`src/rtl/pfmt_pkg.sv`:
```
package pfmt_pkg;

   // Whole clock cycles in a span given in microseconds (rounded down).
   function automatic longint unsigned us_to_cycles(longint unsigned clk_hz,
                                                    longint unsigned span_us);
      return (clk_hz * span_us) / 64'd1_000_000;
   endfunction

endpackage

```
`src/rtl/pfmt_interval_meter.sv`:
```
module pfmt_interval_meter #(
   parameter int unsigned CW  = 8,
   parameter int unsigned SAT = 100
) (
   input  logic          clk,
   input  logic          rst_n,
   input  logic          tick,
   output logic [CW-1:0] interval
);
   localparam logic [CW-1:0] SAT_V = CW'(SAT);

   initial begin : p_param_chk
      assert (SAT >= 2 && SAT < (64'd1 << CW))
         else $error("pfmt_interval_meter: SAT does not fit CW");
   end

   logic [CW-1:0] cnt_q;

   // Cycles since the previous tick; starts saturated so a first tick reads as slow.
   always_ff @(posedge clk or negedge rst_n) begin
      if (!rst_n)              cnt_q <= SAT_V;
      else if (tick)           cnt_q <= CW'(1);
      else if (cnt_q != SAT_V) cnt_q <= cnt_q + 1'b1;
   end

   assign interval = cnt_q;


   sat_hold_chk: assert property (@(posedge clk) disable iff (!rst_n)
      (interval == SAT_V) && !tick |=> interval == SAT_V);

endmodule

```
`src/rtl/pfmt_width_sel.sv`:
```
module pfmt_width_sel #(
   parameter int unsigned CW   = 8,
   parameter int unsigned W    = 10,
   parameter int unsigned SPAN = 1
) (
   input  logic [CW-1:0] interval,
   output logic [CW-1:0] width
);
   localparam logic [CW-1:0] W_V  = CW'(W);
   localparam logic [CW-1:0] W2_V = CW'(2 * W);

   initial begin : p_param_chk
      assert (W >= 1 && (64'd2 * W) < (64'd1 << CW))
         else $error("pfmt_width_sel: width does not fit CW");
      assert (SPAN == 1 || SPAN == 2)
         else $error("pfmt_width_sel: SPAN must be 1 or 2");
   end

   generate
      if (SPAN == 2) begin : g_pair
         // Each output sees every second tick: half its period is one interval.
         assign width = (interval < W_V) ? interval : W_V;
      end else begin : g_single
         logic [CW-1:0] half;
         assign half  = interval >> 1;
         assign width = (interval < W2_V) ? ((half == '0) ? CW'(1) : half) : W_V;
      end
   endgenerate

endmodule

```
`src/rtl/pfmt_pulse_gen.sv`:
```
module pfmt_pulse_gen #(
   parameter int unsigned CW         = 8,
   parameter int unsigned WMAX       = 10,
   parameter bit          ACTIVE_LOW = 1'b0
) (
   input  logic          clk,
   input  logic          rst_n,
   input  logic          start,
   input  logic [CW-1:0] width,
   output logic          pin
);
   localparam logic [CW-1:0] WMAX_V = CW'(WMAX);

   initial begin : p_param_chk
      assert (WMAX >= 1 && WMAX < (64'd1 << CW))
         else $error("pfmt_pulse_gen: WMAX does not fit CW");
   end

   logic          on_q;
   logic          rs_q;
   logic [CW-1:0] rem_q;

   always_ff @(posedge clk or negedge rst_n) begin
      if (!rst_n) begin
         on_q  <= 1'b0;
         rs_q  <= 1'b0;
         rem_q <= '0;
      end else if (start && !on_q) begin
         on_q  <= 1'b1;
         rs_q  <= 1'b0;
         rem_q <= width - 1'b1;
      end else if (start) begin
         // cut the running pulse, one idle cycle, then the new one
         on_q  <= 1'b0;
         rs_q  <= 1'b1;
         rem_q <= width;
      end else if (rs_q) begin
         on_q  <= 1'b1;
         rs_q  <= 1'b0;
         rem_q <= rem_q - 1'b1;
      end else if (on_q) begin
         if (rem_q == '0) on_q  <= 1'b0;
         else             rem_q <= rem_q - 1'b1;
      end
   end

   generate
      if (ACTIVE_LOW) begin : g_low
         assign pin = ~on_q;
      end else begin : g_high
         assign pin = on_q;
      end
   endgenerate


   start_rise_chk: assert property (@(posedge clk) disable iff (!rst_n)
      start && !on_q |=> on_q);


   restart_gap_chk: assert property (@(posedge clk) disable iff (!rst_n)
      start && on_q |=> !on_q);


   restart_resume_chk: assert property (@(posedge clk) disable iff (!rst_n)
      start && on_q ##1 !start |=> on_q);


   width_range_chk: assert property (@(posedge clk) disable iff (!rst_n)
      start |-> (width != '0) && (width <= WMAX_V));

endmodule

```
`src/rtl/alt_pulse_formatter.sv`:
```
module alt_pulse_formatter #(
   parameter int unsigned CLK_HZ        = 3_580_000,
   parameter int unsigned LOW_WIDTH_US  = 275_000,
   parameter int unsigned HIGH_WIDTH_US = 90_000
) (
   input  logic clk,
   input  logic rst_n,
   input  logic low_tick,
   input  logic high_tick,
   output logic f1_n,
   output logic f2_n,
   output logic fout
);
   localparam int unsigned LOW_W  = 32'(pfmt_pkg::us_to_cycles(64'(CLK_HZ), 64'(LOW_WIDTH_US)));
   localparam int unsigned HIGH_W = 32'(pfmt_pkg::us_to_cycles(64'(CLK_HZ), 64'(HIGH_WIDTH_US)));
   localparam int unsigned LCW    = $clog2(4 * LOW_W + 2);
   localparam int unsigned HCW    = $clog2(4 * HIGH_W + 2);

   initial begin : p_param_chk
      assert (LOW_W >= 1 && HIGH_W >= 1)
         else $error("alt_pulse_formatter: a width rounds to zero cycles");
   end

   // ---------------- low-rate pair ----------------
   logic [LCW-1:0] low_ival;
   logic [LCW-1:0] low_width;
   logic           steer_q;
   logic [1:0]     low_pins;

   pfmt_interval_meter #(.CW(LCW), .SAT(2 * LOW_W)) low_meter_i (
      .clk(clk), .rst_n(rst_n), .tick(low_tick), .interval(low_ival));

   pfmt_width_sel #(.CW(LCW), .W(LOW_W), .SPAN(2)) low_wsel_i (
      .interval(low_ival), .width(low_width));

   always_ff @(posedge clk or negedge rst_n) begin
      if (!rst_n)        steer_q <= 1'b0;
      else if (low_tick) steer_q <= ~steer_q;
   end

   for (genvar g = 0; g < 2; g++) begin : g_phase
      pfmt_pulse_gen #(.CW(LCW), .WMAX(LOW_W), .ACTIVE_LOW(1'b1)) phase_i (
         .clk(clk), .rst_n(rst_n),
         .start(low_tick && (steer_q == 1'(g))),
         .width(low_width), .pin(low_pins[g]));
   end

   assign f1_n = low_pins[0];
   assign f2_n = low_pins[1];

   // ---------------- high-rate output ----------------
   logic [HCW-1:0] high_ival;
   logic [HCW-1:0] high_width;

   pfmt_interval_meter #(.CW(HCW), .SAT(2 * HIGH_W)) high_meter_i (
      .clk(clk), .rst_n(rst_n), .tick(high_tick), .interval(high_ival));

   pfmt_width_sel #(.CW(HCW), .W(HIGH_W), .SPAN(1)) high_wsel_i (
      .interval(high_ival), .width(high_width));

   pfmt_pulse_gen #(.CW(HCW), .WMAX(HIGH_W), .ACTIVE_LOW(1'b0)) high_gen_i (
      .clk(clk), .rst_n(rst_n), .start(high_tick),
      .width(high_width), .pin(fout));


   reset_idle_chk: assert property (@(posedge clk)
      !rst_n |-> f1_n && f2_n && !fout);


   no_dual_fall_chk: assert property (@(posedge clk) disable iff (!rst_n)
      $fell(f1_n) |-> !$fell(f2_n));


   fout_follow_chk: assert property (@(posedge clk) disable iff (!rst_n)
      $rose(fout) |-> $past(high_tick) || $past(high_tick, 2));

endmodule

```
`config.mk`:
```
export PLATFORM = sky130hd
export DESIGN_NAME = alt_pulse_formatter
export DESIGN_NICKNAME = d
export VERILOG_FILES = /design/src/rtl/pfmt_pkg.sv /design/src/rtl/pfmt_interval_meter.sv /design/src/rtl/pfmt_width_sel.sv /design/src/rtl/pfmt_pulse_gen.sv /design/src/rtl/alt_pulse_formatter.sv
export SDC_FILE = /design/constraint.sdc
export NUM_CORES = 1
export LEC_CHECK = 0
export BUFFER_PORTS_ARGS = -buffer_cell sky130_fd_sc_hd__buf_2
export CORE_MARGIN = 3
export CORE_UTILIZATION = 40
export CTS_CLUSTER_DIAMETER = 100
export DETAILED_ROUTE_END_ITERATION = 6
export PLACE_DENSITY = 0.62
export RECOVER_POWER = 100
export SYNTH_ARGS = -nofsm -noshare
export SYNTH_HDL_FRONTEND = slang
export SYNTH_SLANG_ARGS = --single-unit
```
`constraint.sdc`:
```
create_clock -name clk -period 10.8 [get_ports clk]
set_input_delay 0.54 -clock clk [delete_from_list [all_inputs] [get_ports clk]]
set_output_delay 0.54 -clock clk [all_outputs]
set_load 0.02 [all_outputs]
```
==> flow_metrics.env, run 1 <==
export IMPL_finalSetupViolations=0
export IMPL_dominantRegCellSynth="dfrtp_1"
export IMPL_final_cells=1068
export IMPL_crit_family="buffers and inverters"
export IMPL_antennaDiodeCount=0
export IMPL_synth_edf_count=0
export IMPL_htreeDepth=4
export IMPL_crit_chain="clkbuf_1, clkbuf_1"
export IMPL_cp_data_required_time_ns=10.63
export IMPL_numCtsBuffers=17
export IMPL_p_per_area_nw_per_um2=224
export IMPL_pre_cts_ws_ns=6.80
export IMPL_n_fill_cell=1761
export IMPL_gp_congestion=0.873
export IMPL_track_usage_pct=18.8
export IMPL_slowest_stage="clkbuf_1"
export IMPL_holdWs_ns=0.534
export IMPL_crit_buf_inv=2
export IMPL_place_area_um2=7500
export IMPL_postRouteAntennaNets=0
export IMPL_worst_slew_pin_slew_ns=3.13
export IMPL_drc_errors=0
export IMPL_post_route_period_util_pct=48.3
export IMPL_grt_max_degree=60
export IMPL_via_per_inst=5.77
export IMPL_startpoint_type="primary input"
export IMPL_start_util_pct=40.9
export IMPL_finalCoreUtilization_pct=44.8
export IMPL_synth_cell_types=67
export IMPL_synth_avg_cell_area_um2=8.62
export IMPL_grt_pass1_wl_mm=30.6
export IMPL_synth_area_leaders="dfrtp_1 (33%), xor2_1 (7.7%), xnor2_1 (7.2%)"
export IMPL_dp_hpwl_mm=12.3
export IMPL_first_pass_iters=5
export IMPL_grt_pass1_vias=6021
export IMPL_nets=838
export IMPL_async_reset_ff_share_pct=100
export IMPL_synth_seq_cells=115
export IMPL_total_power_mw=1.81
export IMPL_rows=49
export IMPL_seq_area_frac_synth_pct=39.3
export IMPL_post_cts_buffers=0
export IMPL_io_buffer_count=6
export IMPL_die_w_um=142
export IMPL_routedWlPerCell_um=16.9
export IMPL_drive_gt1_share_pct=7.15
export IMPL_ir_worst_vdd_v=0.000140
export IMPL_clock_sinks=115
export IMPL_overflow=0
export IMPL_final_hold_viol_count=0
export IMPL_vias=6165
export IMPL_clk_pin_slew_ns=0.05
export IMPL_fin_area_um2=8080
export IMPL_worstPathArrival_ns=5.04
export IMPL_slew_viol_final=211
export IMPL_worst_hold_path_type="flip-flop to flip-flop"
export IMPL_critPathMaxStageDelay_ns=2.34
export IMPL_max_freq_mhz=192
export IMPL_clock_path_buffers=2
export IMPL_endpoint_kind="asynchronous set/reset pin"
export IMPL_fin_ws_ns=5.59
export IMPL_path_class="primary input to asynchronous set/reset pin"
export IMPL_core_area_um2=18000
export IMPL_syn_inst=856
export IMPL_wl_mm=18.1
export IMPL_cp_common_cell="clkbuf_1"
export IMPL_p_leak_nw=3.18
export IMPL_hold_buffers=0
export IMPL_synth_nets=868
export IMPL_dieArea_um2=20100
export IMPL_outcome="finished, violations left"
export IMPL_synth_area_leader_cell="dfrtp_1"
export IMPL_setup_tns_ns=0
export IMPL_syn_area_um2=7380
export IMPL_synth_warnings=0
export IMPL_dieHeight_um=142
export IMPL_failed_checks="max-capacitance violations, max-slew violations"
export IMPL_antenna_found_initial=0
export IMPL_ctsRootBufferMaster="clkbuf_16"
export IMPL_rsz0062_at_grt="false"
export IMPL_ctsResizeCount=0
export IMPL_ios=7
export IMPL_skew_ns=0.0113
export IMPL_timing_max_slew_rel_slack_pct=-109
export IMPL_cap_violations=5
export IMPL_min_period_ns=5.21
export IMPL_path_max_fanout=59
export IMPL_dpl_cell_count=1036
export IMPL_cts_tree="yes"
export IMPL_area_growth_pct=9.55
export IMPL_yosysTopAreaCellShare_pct=32.6
export IMPL_clk_latency_ns=0.42
export IMPL_first_iter_violations=497
[cells in the final DEF, fill, tap and decap left out, types with 21 or more instances in the layout]
cell type  count
nor4_1        34
nand2_1       54
nor2_1       118
nand3_1       42
o21ai_0       28
nor3_1        42
xnor2_1       61
xor2_1        65
dfrtp_1       96
nand4_1       21
[metal layers]
| layer | up-vias | track usage (%) | routed length, um |
|---|---|---|---|
| met5 | - | 0 | 0 |
| met3 | 35 | 3.67 | 684 |
| met1 | 2978 | 25.6 | 8470 |
| met2 | 144 | 30.0 | 8530 |
| li1 | 3008 | - | - |
| met4 | 0 | 6.72 | 369 |
[report_power, final]
group / switching (mW) / total [mW] / leakage [nW] / internal, mW
registers: 0.134 / 0.670 / 1.44 / 0.535
clock network: 0.201 / 0.587 / 0.303 / 0.386
logic: 0.328 / 0.551 / 1.44 / 0.223
[registers in the layout, indices dropped and copies added, names as in the netlist]
register / count
g_phase.phase_i.on_q: 2
g_phase.phase_i.rem_q: 44
high_gen_i.rem_q: 21
low_meter_i.interval: 22
g_phase.phase_i.rs_q: 2
high_gen_i.pin: 1
steer_q: 1
high_meter_i.interval: 21
high_gen_i.rs_q: 1
[cells in the mapped netlist (all sizes together), types with 3 or more instances]
cell / instances
xor2: 65
buf: 6
o22ai: 17
mux2i: 5
nand3: 42
dfrtp: 96
or3: 13
or4: 10
o41ai: 3
dfstp: 19
o211ai: 4
or2: 4
a211oi: 5
o21ai: 28
nand2: 54
nor3b: 4
nand2b: 9
nor3: 42
o31ai: 9
o311ai: 4
and4: 6
nor4: 34
ha: 8
and2: 5
nor2b: 4
nor2: 118
nand4: 21
a22oi: 8
xnor2: 61
a21oi: 18
or3b: 3
inv: 18
a32oi: 4
clkbuf: 53
and3: 11
o22a: 7
[worst paths after layout]
check / startpoint / end / slack (ns) / cells past startpoint
setup / recovery: rst_n / g_phase[0].phase_i.rem_q[10] / 5.59 / 2
hold / removal: steer_q / steer_q / 0.53 / 1
setup reg to reg: high_gen_i.rem_q[13] / high_gen_i.rem_q[5] / 6.50 / 6
hold reg to reg: steer_q / steer_q / 0.53 / 1
max in group clk: high_gen_i.rem_q[13] / high_gen_i.rem_q[5] / 6.50 / 6
min in group asynchronous: rst_n / g_phase[1].phase_i.rem_q[21] / 1.12 / 1
[logic make-up (layout without fill, tap and decap cells)]
family	count (synthesis)	in the layout	share of synthesized area, %
AND/OR/NAND/NOR	391	391	26.9
multiplexers	6	6	0.831
buffers and inverters	77	60	4.00
XOR/XNOR	126	126	15.0
adder cells (fa/ha/maj)	8	8	1.36
AO/OA/AOI/OAI	133	133	12.6
flip-flops	115	115	39.3
[layout make-up]
cell class              instances  area, um2  share of cell area (%)
multi-input cells             664       4170                    51.5
repair buffers                 10       45.0                   0.557
flip-flops and latches        115       2900                    35.9
inverters                      18       67.6                   0.836
well taps                     229        287                    3.55
clock buffers                  23        488                    6.04
clock inverters                 9        126                    1.56
Power figures use the tool's default switching activity.
==> run 2, diff against run 1 <==
==> constraint.sdc (replaced) <==
create_clock -name clk -period 4.9 [get_ports clk]
set_input_delay 0.245 -clock clk [delete_from_list [all_inputs] [get_ports clk]]
set_output_delay 0.245 -clock clk [all_outputs]
set_load 0.02 [all_outputs]
==> flow_metrics.env, run 2 (same netlist as run 1, synthesis figures left out) <==
export IMPL_vias=6149
export IMPL_wl_mm=18.0
export IMPL_postRouteAntennaNets=0
export IMPL_cts_tree="yes"
export IMPL_total_power_mw=3.84
export IMPL_final_cell_mix="nor2_1 (118), dfrtp_1 (96), xor2_1 (65)"
export IMPL_grt_pass1_vias=5955
export IMPL_hold_start="steer_q"
export IMPL_seqPwrFrac_pct=38.5
export IMPL_dieHeight_um=142
export IMPL_area_growth_pct=8.75
export IMPL_worstPathArrival_ns=4.40
export IMPL_grt_pass1_wl_mm=31.0
export IMPL_crit_start="high_meter_i.interval[8]"
export IMPL_ctsResizeCount=0
export IMPL_setup_tns_ns=0
export IMPL_ios=7
export IMPL_antennaDiodeCount=0
export IMPL_combPwrFrac_pct=31.6
export IMPL_worst_hold_path_type="flip-flop to flip-flop"
export IMPL_nets=838
export IMPL_p_per_area_nw_per_um2=478
export IMPL_first_pass_iters=5
export IMPL_io_buffer_count=6
export IMPL_finalCoreUtilization_pct=44.5
export IMPL_ctsRootBufferMaster="clkbuf_16"
export IMPL_dieArea_um2=20100
export IMPL_drive_gt1_share_pct=7.03
export IMPL_post_route_period_util_pct=83.4
export IMPL_clk_pin_slew_ns=0.06
export IMPL_clock_path_buffers=2
export IMPL_die_w_um=142
export IMPL_gp_congestion=0.838
export IMPL_clock_sinks=115
export IMPL_skew_ns=0.00794
export IMPL_crit_chain="nor4bb_1, o311ai_0, a221o_1, o21ai_0, ha_1, nand2b_1, or3b_2, nor3_1, and3_1, mux2_2, mux2i_1"
export IMPL_overflow=0
export IMPL_p_clk_share_pct=29.9
export IMPL_slowest_stage="dfstp_1"
export IMPL_first_iter_violations=501
export IMPL_path_class="flip-flop to flip-flop"
export IMPL_ir_worst_vdd_v=0.000274
export IMPL_core_area_um2=18000
export IMPL_crit_buf_inv=0
export IMPL_drc_errors=0
export IMPL_max_freq_mhz=245
export IMPL_path_max_fanout=10
export IMPL_critPathMaxStageDelay_ns=0.66
export IMPL_via_per_inst=5.76
export IMPL_track_usage_pct=18.8
export IMPL_timing_max_slew_rel_slack_pct=-169
export IMPL_worst_slew_pin_slew_ns=4.03
export IMPL_numCtsBuffers=17
export IMPL_rows=49
export IMPL_cellInternalPower_mw=2.38
export IMPL_netSwitchingFraction_pct=38.0
export IMPL_outcome="finished, violations left"
export IMPL_p_sw_mw=1.46
export IMPL_dp_hpwl_mm=12.2
export IMPL_start_util_pct=40.9
export IMPL_hold_buffers=0
export IMPL_slew_viol_final=145
export IMPL_clk_latency_ns=0.42
export IMPL_regToRegSetupSlack_ns=0.82
export IMPL_routedWlPerCell_um=16.9
export IMPL_cap_violations=3
export IMPL_endpoint_kind="flip-flop"
export IMPL_startpoint_type="flip-flop"
export IMPL_min_period_ns=4.08
export IMPL_failed_checks="max-capacitance violations, max-slew violations"
export IMPL_grt_max_degree=76
export IMPL_htreeDepth=4
export IMPL_largest_reg_flops=44
export IMPL_finalSetupViolations=0
export IMPL_crit_family="simple AND/OR/NAND/NOR gates"
export IMPL_post_cts_buffers=0
export IMPL_cp_data_required_time_ns=5.22
export IMPL_antenna_found_initial=0
export IMPL_rsz0062_at_grt="false"
export IMPL_top_register="g_phase.phase_i.rem_q"
export IMPL_final_common_cell="nor2_1"
export IMPL_r2r_start="high_meter_i.interval[8]"
export IMPL_final_hold_viol_count=0
export IMPL_p_leak_nw=3.14
-- run 2: final timing paths --
path / end / depth (start not counted)
min: steer_q / 1
max: high_gen_i.rem_q[18] / 11
min reg2reg: steer_q / 1
max reg2reg: high_gen_i.rem_q[18] / 11
max in group asynchronous: low_meter_i.interval[0] / 1
min in group asynchronous: g_phase[1].phase_i.rem_q[20] / 1
-- run 2: power groups by stage --
stage | combinational (mW) | clock [mW] | sequential, mW
detailed placement | 1.21 | 0 | 1.48
global placement | 1.20 | 0 | 1.48
floorplan | 1.01 | 0 | 1.38
finish | 1.21 | 1.15 | 1.48
CTS | 1.22 | 1.17 | 1.47
global route | 1.37 | 1.22 | 1.52
-- run 2: layout make-up --
cell class	count	area, um2
fillers	1776	10000
multi-input cells	664	4180
flip-flops and latches	115	2900
clock buffers	22	454
clock inverters	10	87.6
repair buffers	10	45.0
well taps	229	287
inverters	18	67.6
-- run 2: per-layer routing --
layer	vias up	share of wire (%)	GRT usage, %
met5	-	0	0
li1	3009	-	-
met1	2979	50	27.4
met2	142	45	28.6
met3	19	4.0	3.94
met4	0	1.4	4.60
-- run 2: metrics by stage --
stage	hold slack, ns	cells	instance area (um2)	worst slack [ns]
floorplan	-0.0506	856	7380	1.18
global placement	0.472	1036	7500	0.975
detailed placement	0.472	1036	7500	0.899
CTS	0.0332	1068	8040	0.895
global route	0.553	1068	8020	0.382
finish	0.536	1068	8020	0.816
-- run 2: worst register-to-register path, delay by kind of cell (launching register included) --
family / cells / cell delay [ns]
adders and majority gates: 1 / 0.21
AOI/OAI and AO/OA: 3 / 0.93
and+or+nand+nor: 5 / 1.74
muxes: 2 / 0.46
DFF: 1 / 0.66
==> run 3, diff against run 2 <==
==> constraint.sdc (replaced) <==
create_clock -name clk -period 3.9 [get_ports clk]
set_input_delay 0.195 -clock clk [delete_from_list [all_inputs] [get_ports clk]]
set_output_delay 0.195 -clock clk [all_outputs]
set_load 0.02 [all_outputs]
==> flow_metrics.env, run 3 (same netlist as run 1, synthesis figures left out) <==
export IMPL_largest_reg_flops=44
export IMPL_setup_tns_ns=0
export IMPL_startpoint_type="flip-flop"
export IMPL_clock_path_buffers=2
export IMPL_postRouteAntennaNets=0
export IMPL_slew_viol_final=81
export IMPL_core_area_um2=18000
export IMPL_outcome="finished, violations left"
export IMPL_grt_max_degree=57
export IMPL_gp_congestion=0.903
export IMPL_crit_family="simple AND/OR/NAND/NOR gates"
export IMPL_ctsRootBufferMaster="clkbuf_16"
export IMPL_rows=49
export IMPL_worst_hold_path_type="primary input to flip-flop"
export IMPL_io_buffer_count=6
export IMPL_via_per_inst=5.80
export IMPL_worstPathArrival_ns=3.98
export IMPL_overflow=0
export IMPL_htreeDepth=4
export IMPL_final_common_cell="nor2_1"
export IMPL_cp_data_required_time_ns=4.24
export IMPL_failed_checks="max-capacitance violations, max-slew violations"
export IMPL_grt_pass1_vias=5922
export IMPL_track_usage_pct=18.8
export IMPL_antenna_found_initial=0
export IMPL_clk_pin_slew_ns=0.06
export IMPL_critPathMaxStageDelay_ns=0.60
export IMPL_area_growth_pct=9.65
export IMPL_fin_ws_ns=0.259
export IMPL_first_iter_violations=546
export IMPL_final_hold_viol_count=0
export IMPL_wl_mm=18.2
export IMPL_path_max_fanout=10
export IMPL_grt_pass1_wl_mm=30.4
export IMPL_drc_errors=0
export IMPL_nets=845
export IMPL_cts_tree="yes"
export IMPL_cap_violations=2
export IMPL_path_class="flip-flop to flip-flop"
export IMPL_endpoint_kind="flip-flop"
export IMPL_slowest_stage="dfstp_2"
export IMPL_start_util_pct=40.9
export IMPL_dieArea_um2=20100
export IMPL_min_period_ns=3.64
export IMPL_clk_latency_ns=0.42
export IMPL_vias=6240
export IMPL_worst_slew_pin_slew_ns=3.06
export IMPL_max_freq_mhz=275
export IMPL_dieHeight_um=142
export IMPL_final_cell_mix="nor2_1 (118), dfrtp_1 (96), xor2_1 (65)"
export IMPL_top_register="g_phase.phase_i.rem_q"
export IMPL_n_fill_cell=1781
export IMPL_post_route_period_util_pct=93.3
export IMPL_crit_buf_inv=0
export IMPL_numCtsBuffers=17
export IMPL_ios=7
export IMPL_drive_gt1_share_pct=8.04
export IMPL_dp_hpwl_mm=12.3
export IMPL_pre_cts_ws_ns=0.243
export IMPL_p_leak_nw=3.18
export IMPL_routedWlPerCell_um=16.9
export IMPL_clock_sinks=115
export IMPL_ir_worst_vdd_v=0.000337
export IMPL_die_w_um=142
export IMPL_timing_max_slew_rel_slack_pct=-104
export IMPL_antennaDiodeCount=0
export IMPL_first_pass_iters=5
export IMPL_finalSetupViolations=0
export IMPL_skew_ns=0.00815
export IMPL_p_per_area_nw_per_um2=601
export IMPL_rsz0062_at_grt="false"
export IMPL_crit_chain="nor4bb_2, o311ai_0, a221o_1, o21ai_0, ha_1, nand2b_1, or3b_2, nor3_1, and3_1, mux2_2, mux2i_1"
[run 3: worst paths after layout]
path                                           from                   endpoint  slack (ns)  cells after the start
max                        high_meter_i.interval[8]       high_gen_i.rem_q[18]        0.26                     11
min                                        low_tick   low_meter_i.interval[16]        0.26                      2
max reg2reg                high_meter_i.interval[8]       high_gen_i.rem_q[18]        0.26                     11
min reg2reg                                 steer_q                    steer_q        0.53                      1
max in group asynchronous                     rst_n  high_meter_i.interval[11]        0.84                      2
min in group asynchronous                     rst_n             high_gen_i.pin        1.33                      2
[run 3: timing repair]
| item | in CTS | in global routing |
|---|---|---|
| setup endpoints to repair | 0 | 1 |
| hold endpoints to repair | 45 | 0 |
| resized for setup | 0 | 1 |
| hold buffers | 1 | 0 |
| setup buffers | 0 | 0 |
[run 3: report_power, final]
group          switching, mW  leakage [nW]  internal (mW)
Sequential             0.373          1.44           1.48
Clock                  0.580         0.272          0.908
Combinational          0.902          1.47          0.620
[run 3: final cells by class]
| class | instances | area, um2 | share of cell area [%] |
|---|---|---|---|
| inverters | 18 | 67.6 | 0.835 |
| repair buffers | 17 | 95.1 | 1.18 |
| multi-input cells | 664 | 4170 | 51.6 |
| clock buffers | 20 | 457 | 5.65 |
| clock inverters | 12 | 108 | 1.33 |
| flip-flops and latches | 115 | 2900 | 35.9 |
| well taps | 229 | 287 | 3.54 |
[run 3: worst register-to-register path: cells and delay by family (launching register included)]
family / cells / cell delay (ns)
flops: 1 / 0.60
compound gates: 3 / 0.89
simple gates: 5 / 1.41
fa+ha+maj: 1 / 0.22
mux: 2 / 0.46
[run 3: through the flow]
step / cells / hold WS, ns / utilization (%) / cell area (um2) / power (mW)
finish: 1075 / 0.257 / 44.9 / 8090 / 4.86
global route: 1075 / 0.268 / 44.9 / 8090 / 5.20
CTS: 1075 / 0.238 / 45.0 / 8120 / 4.92
detailed placement: 1042 / 0.314 / 41.8 / 7540 / 3.40
global placement: 1042 / 0.318 / 41.8 / 7540 / 3.39
floorplan: 856 / -0.101 / - / 7380 / 2.99
[run 3: per-layer routing]
metal  wire (um)  global-route usage [%]  part of all wire [%]
met1        8810                    26.3                    49
met2        8240                    29.0                    45
met3         711                    3.74                   3.9
met4         398                    6.67                   2.2
met5           0                       0                     0
